[src/rtl/osc_pwrup_seq.sv]
module osc_pwrup_seq #(
  parameter int CNT_W = 8
) (
  input  logic             clk,
  input  logic             por,
  input  logic             ext_mode,
  input  logic             sleep_exit,
  input  logic [CNT_W-1:0] wake_cnt,
  input  logic [CNT_W-1:0] osc_cnt,
  output logic [2:0]       cell_en,
  output logic             clk_rel,
  output logic             awake,
  output logic             core_clk_en
);

  typedef enum logic [2:0] {S_RST, S_PSU, S_OSC, S_REL, S_AWK} st_t;

  st_t              st;
  logic [CNT_W-1:0] cnt;
  logic             ext_q;

  wire cnt_zero = (cnt == '0);
  wire wake_go  = (st == S_AWK) && sleep_exit && !ext_q;

  always_ff @(posedge clk) begin
    if (por) begin
      st          <= S_RST;
      cnt         <= '0;
      ext_q       <= 1'b0;
      core_clk_en <= 1'b0;
    end else begin
      core_clk_en <= (st == S_AWK) && !wake_go;
      case (st)
        S_RST: begin
          ext_q <= ext_mode;
          if (ext_mode) st <= S_REL;
          else begin
            st  <= S_PSU;
            cnt <= '0;
          end
        end
        S_PSU: begin
          if (cnt_zero) begin
            st  <= S_OSC;
            cnt <= osc_cnt;
          end else cnt <= cnt - 1'b1;
        end
        S_OSC: begin
          if (cnt_zero) st <= S_REL;
          else cnt <= cnt - 1'b1;
        end
        S_REL: st <= S_AWK;
        S_AWK: begin
          if (wake_go) begin
            st  <= S_PSU;
            cnt <= wake_cnt;
          end
        end
        default: st <= S_RST;
      endcase
    end
  end

  assign cell_en[0] = (st != S_RST);
  assign cell_en[1] = (st == S_OSC) || (st == S_REL) || (st == S_AWK);
  assign cell_en[2] = (st == S_REL) || (st == S_AWK);
  assign clk_rel    = cell_en[2];
  assign awake      = (st == S_AWK);

  a_r1_por_clears: assert property (@(posedge clk)
    por |=> (cell_en == 3'b000 && !clk_rel && !awake && !core_clk_en));

  a_r2_thermometer: assert property (@(posedge clk) disable iff (por)
    (cell_en == 3'b000 || cell_en == 3'b001 || cell_en == 3'b011 || cell_en == 3'b111));

  a_r3_ext_no_delay: assert property (@(posedge clk) disable iff (por)
    (st == S_RST && ext_mode) |=> clk_rel);

  a_r5_psu_to_osc: assert property (@(posedge clk) disable iff (por)
    (st == S_PSU && cnt_zero) |=> (st == S_OSC && cnt == $past(osc_cnt)));

  a_r5_osc_count: assert property (@(posedge clk) disable iff (por)
    (st == S_OSC && !cnt_zero) |=> (st == S_OSC && cnt == $past(cnt) - 1'b1));

  a_r5_osc_done: assert property (@(posedge clk) disable iff (por)
    (st == S_OSC && cnt_zero) |=> clk_rel && !awake);

  a_r6_release_first: assert property (@(posedge clk) disable iff (por)
    (clk_rel && !awake) |=> awake);

  a_r7_core_follows: assert property (@(posedge clk) disable iff (por)
    (awake && !core_clk_en && !sleep_exit) |=> core_clk_en);

  a_r7_core_needs_awake: assert property (@(posedge clk) disable iff (por)
    core_clk_en |-> awake);

  a_r9_wake_ignored: assert property (@(posedge clk) disable iff (por)
    (sleep_exit && st == S_OSC) |=> (st != S_PSU));

endmodule

[config.mk]
export PLATFORM = sky130hd
export DESIGN_NAME = osc_pwrup_seq
export DESIGN_NICKNAME = d
export VERILOG_FILES = /design/src/rtl/osc_pwrup_seq.sv
export SDC_FILE = /design/constraint.sdc
export NUM_CORES = 1
export LEC_CHECK = 0
export ABC_AREA = 1
export BUFFER_PORTS_ARGS = -buffer_cell sky130_fd_sc_hd__buf_2
export CAP_MARGIN = 20
export CORE_UTILIZATION = 36
export CTS_CLUSTER_DIAMETER = 100
export DETAILED_ROUTE_END_ITERATION = 10
export PLACE_DENSITY = 0.66
export SYNTH_ARGS = -nofsm -noshare
export SYNTH_HDL_FRONTEND = slang
export SYNTH_SLANG_ARGS = --single-unit
[constraint.sdc]
create_clock -name clk -period 1.8 [get_ports clk]
set_clock_uncertainty 0.15 [all_clocks]
set_input_delay 0.36 -clock clk [delete_from_list [all_inputs] [get_ports clk]]
set_output_delay 0.36 -clock clk [all_outputs]
set_load 0.02 [all_outputs]
After elaboration in Yosys (flattened, before gate mapping)
Cells that the tools add are included.
{ "op_classes": {"n_mux": 10, "n_addsub": 1, "reduce_logical": 14, "eq_ne": 9} }
{ "ops": {"columns": ["operator", "count"], "rows": [
  ["two-way mux 8 bit", 4],
  ["case mux 8 bit (4 select lines)", 1],
  ["case mux 3 bit (5 select lines)", 1],
  ["two-way mux 3 bit", 3],
  ["logical NOT 8 bit", 1],
  ["inequality test 2 bit, second input constant", 4],
  ["subtractor 8 x 1 -> 8 bit, second input constant", 1],
  ["equality test 3 x 2 -> 1 bit, second input constant", 2],
  ["AND reduction 4 bit", 1],
  ["nonzero test 4 bit", 1],
  ["equality test 3 x 1 -> 1 bit, second input constant", 1],
  ["equality test 3 bit, second input constant", 1],
  ["logical AND 1 bit", 3],
  ["logical NOT 3 bit", 1],
  ["logical OR 1 bit", 3],
  ["AND reduction 3 bit", 1],
  ["nonzero test 3 bit", 1],
  ["logical NOT 1 bit", 2],
  ["two-way mux 2 bit", 1],
  ["inequality test 2 x 1 -> 1 bit, second input constant", 1]
]} }
{ "totals": {"out_inout_bits": 6, "inputBits": 20, "register_bits": 13, "word_cells": 38} }

Longest topological paths before layout
Gate-level depths: netlist of the first run.
{ "logic_depth": {"word_depth": 5, "ltp_mapped": 12, "mapped_depth_nobuf": 11} }

Worst setup path after synthesis of the first run
OpenSTA, ideal clock, no wires.
{ "synth_timing": {"path_kind": "flip-flop to flip-flop", "from": "register cnt[0]", "to": "register cnt[3]", "required_time_ns": 1.518, "synth_period_minus_slack_ns": 1.607, "arrival_time_ns": 1.325, "setup_ns": 0.132, "path_stages_with_launch": 11, "n_path_buf": 1, "slack_ns": 0.193, "path_cell_list": "dfxtp_1 inv_1 ha_1 nand2_1 nor2_4 inv_2 buf_6 o21ai_1 o21ai_0 nand2_1 a21oi_1"} }
{ "synth_via": {"elab_chain_cells": 3, "elab_cells_between_ends": 7, "classes_between": "add/sub: 1; eq/ne: 1; mux: 3; reduce/logical: 2"} }
{ "synth_rtl": {"columns": ["item", "line_no", "source"], "rows": [
  ["from (decl)", "19", "logic [CNT_W-1:0] cnt;"],
  ["from (signal assigned)", "45", "cnt <= osc_cnt;"],
  ["from (signal assigned)", "46", "end else cnt <= cnt - 1'b1;"],
  ["from (signal assigned)", "50", "else cnt <= cnt - 1'b1;"],
  ["subtractor 8 x 1 -> 8 bit or logical NOT 8 bit (tied branches)", "46, 50, 22", null],
  ["two-way mux 8 bit, or another cell as far along", "49", "if (cnt_zero) st <= S_REL;"],
  ["case mux 8 bit (4 select lines) or AND reduction 4 bit (tied branches)", null, null]
]} }
Parallel ways exist; a longest one is shown, timed or not. The select of a mux whose other input is x is not followed.
A chain may end at the register's enable or synchronous reset.

Final worst setup path of the first run
{ "layout_timing": {"from": "register st[0]", "to": "output awake"} }
{ "layout_via": {"elab_chain_cells": 1} }
{ "layout_rtl": {"columns": ["item", "line_no", "source"], "rows": [
  ["from (decl)", "18", "st_t st;"],
  ["from (signal assigned)", "27", "st <= S_RST;"],
  ["from (signal assigned)", "36", "if (ext_mode) st <= S_REL;"],
  ["from (signal assigned)", "38", "st <= S_PSU;"],
  ["equality test 3 bit", "68", "assign awake = (st == S_AWK);"],
  ["to (decl)", "12", "output logic awake,"]
]} }
Every way passes these cells.

==> results of run 1 <==
## per-stage QoR
step	setup WS, ns	cells	instance area [um2]	total power, uW
after floorplan	0.193	171	1040	1770
after global placement	0.0759	233	1250	2200
after detailed placement	0.113	233	1250	2170
after CTS	-0.0158	237	1290	2390
after global routing	-0.00319	240	1330	2770
final	0.0568	240	1330	2490
## state kept, by name (all words and copies together) (netlist names)
register and cells:
ext_q 1, st 3, cnt 8, core_clk_en 1
## area by class of cell
type	instances	share of cell area (%)
Inverter	23	7.08
Tap cell	31	2.92
Timing Repair Buffer	37	16.4
Multi-Input combinational cell	132	51.6
Clock buffer	4	1.98
Sequential cell	13	20.0
## timing repair
action / CTS / global route
setup endpoints to repair: 2 / 11
gates cloned: 0 / 0
resized for setup: 5 / 6
buffers inserted: 0 / 3
pin swaps: 0 / 3
## cells in the mapped netlist, drive strengths merged (2+ instances only)
master / n
xnor2: 2
ha: 2
o21ai: 6
nor2: 21
dfxtp: 13
buf: 2
a21oi: 14
nand2: 65
nand3: 14
inv: 23
## worst max-delay path, delay by kind of cell (launching register included)
family	cells	cell delay, ns
AND/OR/NAND/NOR	2	0.21
flip-flops	1	0.38
buffers and inverters	3	0.36
## power breakdown
group          switching (uW)  internal [uW]  total [uW]  leakage (uW)
Clock                     101           86.2         187     0.0000150
Sequential               82.0            371         453      0.000107
Combinational            1110            740        1850      0.000563
## path summary, 6_finish.rpt
kind                               start     end  slack [ns]  cells after the start
worst max register to register     st[0]  cnt[3]        0.11                     10
worst min-delay path            ext_mode   ext_q        0.25                      3
worst min register to register    cnt[1]  cnt[1]        0.33                      2
worst max-delay path               st[0]   awake        0.06                      5
## kinds of logic after synthesis
family,count (synthesis)
buf+inv,26
xor+xnor,3
compound gates,25
simple gates,102
fa+ha+maj,2
flops,13
## routing by layer
layer | share of wire, % | vias up
met5 | 0 | -
met4 | 3.1 | 0
met3 | 2.9 | 6
met2 | 40 | 24
met1 | 54 | 473
li1 | - | 613
==> results.cfg, run 1 <==
[synthesis]
yosys_warnings = 0
synthAdderAreaFrac_pct = 2.41
synth_seq_cells = 13
synthSimpleGateAreaFrac_pct = 44.3
synth_top_area_share_pct = 25.1
synth_cell_type_count = 30
yosysTopAreaCell = dfxtp_1
ys.flop_type = dfxtp_1
synth-xor-area-share_pct = 2.53
syn_area_um2 = 1040
syn_nets = 193
synthTopCellsByArea = dfxtp_1, nand2_1, inv_1
avgSynthCellArea_um2 = 6.07
synthCells = 171
ys_seq_area_share_pct = 25.1
async_flop_share_pct = 0
synth_edf_count = 0
synthMuxAreaShare_pct = 0
synth-compound-area-share_pct = 14.9
synth_top_family_by_area = simple AND/OR/NAND/NOR gates

[sta]
final_hold_viol_count = 0
fmax_mhz = 574
finalCritPeriodShare_pct = 96.8
fin_crit_ns = 1.74
rsz0062_at_grt = true
finalSetupViolCount = 0
tightest_slew_ns = 0.322
setup-tns-final_ns = 0
report.final.slew_viol_count = 0
slew_headroom_pct = 78.5
timing.hold.ws_ns = 0.247

[critical_path]
cp.arrival_ns = 1.23
crit_path_start_kind = flip-flop
max_stage_delay_ns = 0.38
critPathMaxFanout = 5
cp-end-kind = output port
slowest_stage = dfxtp_4
path_cells = nor2_4 > nand2_2 > inv_4 > buf_4 > buf_4
timing.critical_path.mode_cell = buf_4
required_ns = 1.29
path_class = reg2out

[die]
die_h_um = 55.7
pin_count = 26
dieArea_um2 = 3100
core-area_um2 = 2730
rows = 19
dieWidth_um = 55.7
initial_core_util_pct = 38.0

[cts]
numCtsBuffers = 3
cts_buffer_depth = 2
clock_latency_ns = 0.28
cts.htree.levels = 1
cts_root_buf = clkbuf_4
path_clk_slew_ns = 0.08
cts_tree = yes
clock-sinks = 13
cts_hold_buf = 0

[cells_and_area]
final_util_pct = 48.5
syn_to_final_growth_pct = 27.7
mostFrequentLayoutCells = nand2_1, buf_2, inv_1, nor2_1, a21oi_1
fillers = 283
nets = 232
n_antenna_cell = 0
drive_gt1_share_pct = 29.7
multi_input_area_um2 = 684
layout_commonest_cell = nand2_1
seqCellArea_um2 = 265

[global_route]
grt_max_degree = 14
overflow = 0
met2_usage_pct = 24.1
track_usage_pct = 17.3
antenna_found_initial = 0
grt_pass1_wl_um = 4080
grt_use_met1_pct = 23.7
grt_pass1_vias = 942
grt_util_met3_pct = 3.26
grt_busiest_layer = met2

[run_status]
status = finished, final reports clean

[placement]
port_buffers = 25
post-dp-hpwl_um = 1990
gp_congestion = 0.888

[power]
peakVddDrop_v = 0.000893
power.density_nw_per_um2 = 1880
p_leak_uw = 0.000686

[detailed_routing]
initialDrtViolationCount = 34
dr.pass1.iters = 4
ant_nets = 0
vias = 1116
wl_um = 2500
avgViaCountPerCell = 4.65
wl_per_cell_um = 10.4
drcViolationCount = 0

[min_path]
hold_class = in2reg

[run]
cap_viol_max_count = 0
Power figures use the tool's default switching activity.
==> run 2, diff against run 1 <==
--- a/config.mk
+++ b/config.mk
@@ -11,7 +11,6 @@
 export CORE_UTILIZATION = 36
 export CTS_CLUSTER_DIAMETER = 100
 export DETAILED_ROUTE_END_ITERATION = 10
-export PLACE_DENSITY = 0.66
 export SYNTH_ARGS = -nofsm -noshare
 export SYNTH_HDL_FRONTEND = slang
 export SYNTH_SLANG_ARGS = --single-unit
==> run 2 against run 1 <==
  * Die area is the same
  * Flip-flop and latch count stayed put
  * Setup slack gained 0.026 ns
  * Sequential share of layout area rose by 0.39 points
  * Via count hardly changed
  * Worst hold slack worse by 0.0057 ns
  * Clock power down 6%
  * Non-clock buffer count is 4 lower
  * Global-route usage fell by 1.1 points
  * Combinational power is 4% lower
  * Critical path type unchanged
  * Critical endpoint unchanged
  * Largest cell class unchanged
==> results.cfg, run 2 (same netlist as run 1, synthesis figures left out) <==
[die]
core-area_um2 = 2730
die_h_um = 55.7
rows = 19
dieWidth_um = 55.7
pin_count = 26
initial_core_util_pct = 38.0
dieArea_um2 = 3100

[cts]
cts.htree.levels = 1
path_clk_slew_ns = 0.07
clock_latency_ns = 0.27
clock-sinks = 13
cts_buffer_depth = 2
cts_hold_buf = 0
numCtsBuffers = 3
cts_root_buf = clkbuf_4
cts_tree = yes

[cells_and_area]
seqCellArea_um2 = 263
largest_reg_flops = 8
syn_to_final_growth_pct = 24.1
reg.largest.list = cnt x8, st x3
n_antenna_cell = 0
fillers = 286
top_register = cnt
nets = 228
mostFrequentLayoutCells = nand2_1, buf_2, inv_1, nor2_1, a21oi_1
layout_commonest_cell = nand2_1
multi_input_area_um2 = 682
drive_gt1_share_pct = 28.3

[min_path]
hold_class = in2reg
hold_depth = 3

[critical_path]
critPathBufInv = 2
path_cells = nor2_4 > nand2_2 > inv_6 > buf_2
path_class = reg2out
critPathMaxFanout = 10
critPathTopFamily = flip-flops
ff2ff_path_depth = 10
max_stage_delay_ns = 0.36
required_ns = 1.29
slowest_stage = dfxtp_2
crit_path_start_kind = flip-flop
cp-end-kind = output port
cp.arrival_ns = 1.21
crit_cells = 4

[global_route]
grt_pass1_vias = 1013
antenna_found_initial = 0
grt_pass1_wl_um = 4170
overflow = 0
track_usage_pct = 16.2
grt_max_degree = 14

[detailed_routing]
initialDrtViolationCount = 31
wl_um = 2420
ant_nets = 0
wl_per_cell_um = 10.2
dr.pass1.iters = 4
vias = 1115
drcViolationCount = 0
avgViaCountPerCell = 4.72

[sta]
fin_crit_ns = 1.72
report.final.slew_viol_count = 0
final_hold_viol_count = 0
worst_slack_ns = 0.0828
tightest_slew_ns = 0.312
slew_headroom_pct = 79.2
timing.hold.ws_ns = 0.241
finalCritPeriodShare_pct = 95.4
fmax_mhz = 582
finalSetupViolCount = 0

[placement]
port_buffers = 25
gp_congestion = 0.841
post-dp-hpwl_um = 1990
dp_slack_ns = 0.0207

[power]
switching_share_pct = 52.4
p_switching_uw = 1260
p_leak_uw = 0.000665
peakVddDrop_v = 0.00103
clock_power_share_pct = 7.3
power.density_nw_per_um2 = 1860
intPower_uw = 1140
total_power_uw = 2400
combPwrFrac_pct = 73.8
seqPwrFrac_pct = 18.9

[run_status]
status = finished, final reports clean

[run]
cap_viol_max_count = 0
==> run 2: worst register-to-register path, stage by stage, from the launching register on <==
cell	delay (ns)
dfxtp_1	0.32
inv_1	0.10
ha_1	0.15
nand2_1	0.09
nor2_4	0.14
inv_4	0.08
nor2_4	0.12
nor2_1	0.06
o21ai_2	0.13
nand2_1	0.09
a21oi_1	0.15
==> run 2: per-layer routing <==
metal | GRT usage, % | share of wire (%) | vias to the layer above
met5 | 0 | 0 | -
met4 | 4.29 | 1.0 | 0
met3 | 1.40 | 3.3 | 4
met2 | 27.0 | 44 | 21
met1 | 22.4 | 51 | 483
li1 | - | - | 607
==> run 2: path summary, 6_finish.rpt <==
| kind | from | endpoint | slack (ns) |
|---|---|---|---|
| max reg2reg | cnt[1] | cnt[3] | 0.14 |
| min reg2reg | cnt[1] | cnt[1] | 0.33 |
| max | st[1] | awake | 0.08 |
| min | ext_mode | ext_q | 0.24 |
==> run 2: power by group through the flow <==
stage | clock [uW] | combinational (uW) | sequential [uW]
after detailed placement | 0 | 1680 | 445
after floorplan | 0 | 1340 | 436
final | 175 | 1770 | 454
after CTS | 185 | 1690 | 448
after global placement | 0 | 1680 | 442
after global routing | 193 | 1990 | 467
==> run 2: layout make-up <==
class,count,share of cell area (%)
well taps,31,3.01
flip-flops and latches,13,20.4
multi-input cells,132,52.9
clock buffers,4,2.04
repair buffers,33,14.4
inverters,23,7.28
==> run 2: timing repair <==
item	CTS	global route
setup endpoints to repair	2	9
gates resized for setup	3	5
pin swaps	0	2
setup buffers	0	3
hold endpoints to repair	0	0
==> run 2: stage by stage <==
step	area, um2	TNS (ns)	utilization [%]	cells
6_report	1290	0	47.1	236
5_1_grt	1290	-0.0153	47.1	236
4_1_cts	1250	0	45.8	233
3_5_place_dp	1220	0	44.5	229
3_3_place_gp	1220	0	44.5	229
2_1_floorplan	1040	0	-	171
==> run 3, diff against run 2 <==
--- a/config.mk
+++ b/config.mk
@@ -11,6 +11,7 @@
 export CORE_UTILIZATION = 36
 export CTS_CLUSTER_DIAMETER = 100
 export DETAILED_ROUTE_END_ITERATION = 10
+export SETUP_SLACK_MARGIN = 0.1
 export SYNTH_ARGS = -nofsm -noshare
 export SYNTH_HDL_FRONTEND = slang
 export SYNTH_SLANG_ARGS = --single-unit
==> run 3 against run 2 <==
  * Global-route usage up 0.49 points
  * Register-to-register slack is essentially flat
  * Non-clock buffer count is 9 higher
  * Total power up 17%
  * First-iteration DRC count shrank 16%
  * Critical endpoint is now cell_en[0]
  * Largest power group unchanged
==> results.cfg, run 3 (same netlist as run 1, synthesis figures left out) <==
[run_status]
status = finished, final reports clean

[cells_and_area]
top_register = cnt
multi_input_area_um2 = 753
layout_commonest_cell = nand2_1
final_util_pct = 53.4
fillers = 269
syn_to_final_growth_pct = 40.6
reg.largest.list = cnt x8, st x3
drive_gt1_share_pct = 42.1
seqCellArea_um2 = 277
largest_reg_flops = 8
n_antenna_cell = 0
nets = 237
mostFrequentLayoutCells = nand2_1, buf_2, buf_4, inv_1, nand3_1

[sta]
setup-tns-final_ns = 0
finalCritPeriodShare_pct = 92.1
fin_crit_ns = 1.66
tightest_slew_ns = 0.328
report.final.slew_viol_count = 0
fmax_mhz = 603
finalSetupViolCount = 0
rsz0062_at_grt = true
slew_headroom_pct = 78.1
final_hold_viol_count = 0

[detailed_routing]
wl_um = 2720
wl_per_cell_um = 11.1
ant_nets = 0
dr.pass1.iters = 4
drcViolationCount = 0
avgViaCountPerCell = 4.84
vias = 1185
initialDrtViolationCount = 26

[critical_path]
path_class = reg2out
critPathTopFamily = flip-flops
critPathBufInv = 3
slowest_stage = dfxtp_4
required_ns = 1.29
ff2ff_path_depth = 10
reg2reg_to = cnt[3]
timing.critical_path.mode_cell = inv_2
cp.arrival_ns = 1.15
r2r_slack_ns = 0.15
cp-end-kind = output port
critPathMaxFanout = 5
worstReg2RegStart = cnt[1]
crit_cells = 5
crit_path_start_kind = flip-flop
path_cells = inv_2 > nand2_2 > nor2_4 > inv_2 > buf_4
max_stage_delay_ns = 0.38

[placement]
post-dp-hpwl_um = 1990
gp_congestion = 0.841
port_buffers = 25

[global_route]
antenna_found_initial = 0
track_usage_pct = 16.7
grt_max_degree = 14
grt_pass1_wl_um = 4310
grt_use_met1_pct = 23.2
grt_busiest_layer = met2
overflow = 0
grt_util_met3_pct = 1.40
met2_usage_pct = 27.9
grt_pass1_vias = 1033

[die]
dieArea_um2 = 3100
rows = 19
dieWidth_um = 55.7
die_h_um = 55.7
core-area_um2 = 2730
initial_core_util_pct = 38.0
pin_count = 26

[cts]
path_clk_slew_ns = 0.08
cts.htree.levels = 1
numCtsBuffers = 3
clock-sinks = 13
clock_latency_ns = 0.28
cts_buffer_depth = 2
cts_root_buf = clkbuf_4
cts_tree = yes

[power]
power.density_nw_per_um2 = 1920
p_leak_uw = 0.000733
peakVddDrop_v = 0.000926

[run]
cap_viol_max_count = 0

[min_path]
hold_class = in2reg
min-delay-start = ext_mode
hold_depth = 3
holdPathEnd = ext_q
## run 3: changes by cell type in the layout (fill, tap and decap cells not counted), sizes merged
cell,before,now
buf,33,42
clkinv,0,1
inv,23,22
## run 3: routing by layer
layer	wire length [um]	vias to the layer above	part of all wire, %
met5	0	-	0
met4	85	0	3.1
li1	-	622	-
met3	76	10	2.8
met2	1220	26	45
met1	1340	527	49
## run 3: final cells by class
type,instances,area share [%]
timing repair buffer,42,17.9
tap,31,2.66
inverter,23,7.11
multi-input combinational,132,51.6
clock buffer,4,1.80
sequential,13,18.9
## run 3: stage by stage
stage	total power, uW	std cells	hold WS [ns]	worst slack, ns	area, um2
after floorplan	1770	171	0.279	0.193	1040
after global placement	2130	229	0.331	0.0856	1220
after detailed placement	2120	229	0.328	0.0207	1220
after CTS	2380	234	0.239	0.0881	1270
after global routing	3060	245	0.257	0.0545	1460
final	2810	245	0.240	0.142	1460
## run 3: worst max-delay path by stage
stage / slack [ns] / end / start
after global placement: 0.09 / cnt[3] / cnt[1]
after detailed placement: 0.02 / cnt[3] / st[2]
after floorplan: 0.19 / cnt[3] / cnt[0]
after CTS: 0.09 / awake / st[0]
after global routing: 0.05 / cnt[4] / cnt[0]
final: 0.14 / cell_en[0] / st[1]
## run 3: worst register-to-register path: stages (launching register included)
cell	delay (ns)
dfxtp_2	0.33
inv_2	0.06
ha_2	0.16
nand2_2	0.06
nor2_4	0.12
clkinv_4	0.10
buf_4	0.16
o21ai_2	0.14
o21ai_0	0.10
nand2_1	0.07
a21oi_1	0.06
## run 3: power by group
group	leakage, uW	total (uW)	switching (uW)	internal [uW]
sequential	0.000110	490	108	383
combinational	0.000608	2140	1230	905
clock	0.0000150	179	92.6	86.0
total	0.000733	2810	1430	1370
## run 3: repair_timing
action	4_1_cts	5_1_grt
hold buffers	0	0
buffers inserted	1	11
pin swaps	2	19
resized for setup	9	40
setup endpoints to repair	13	13
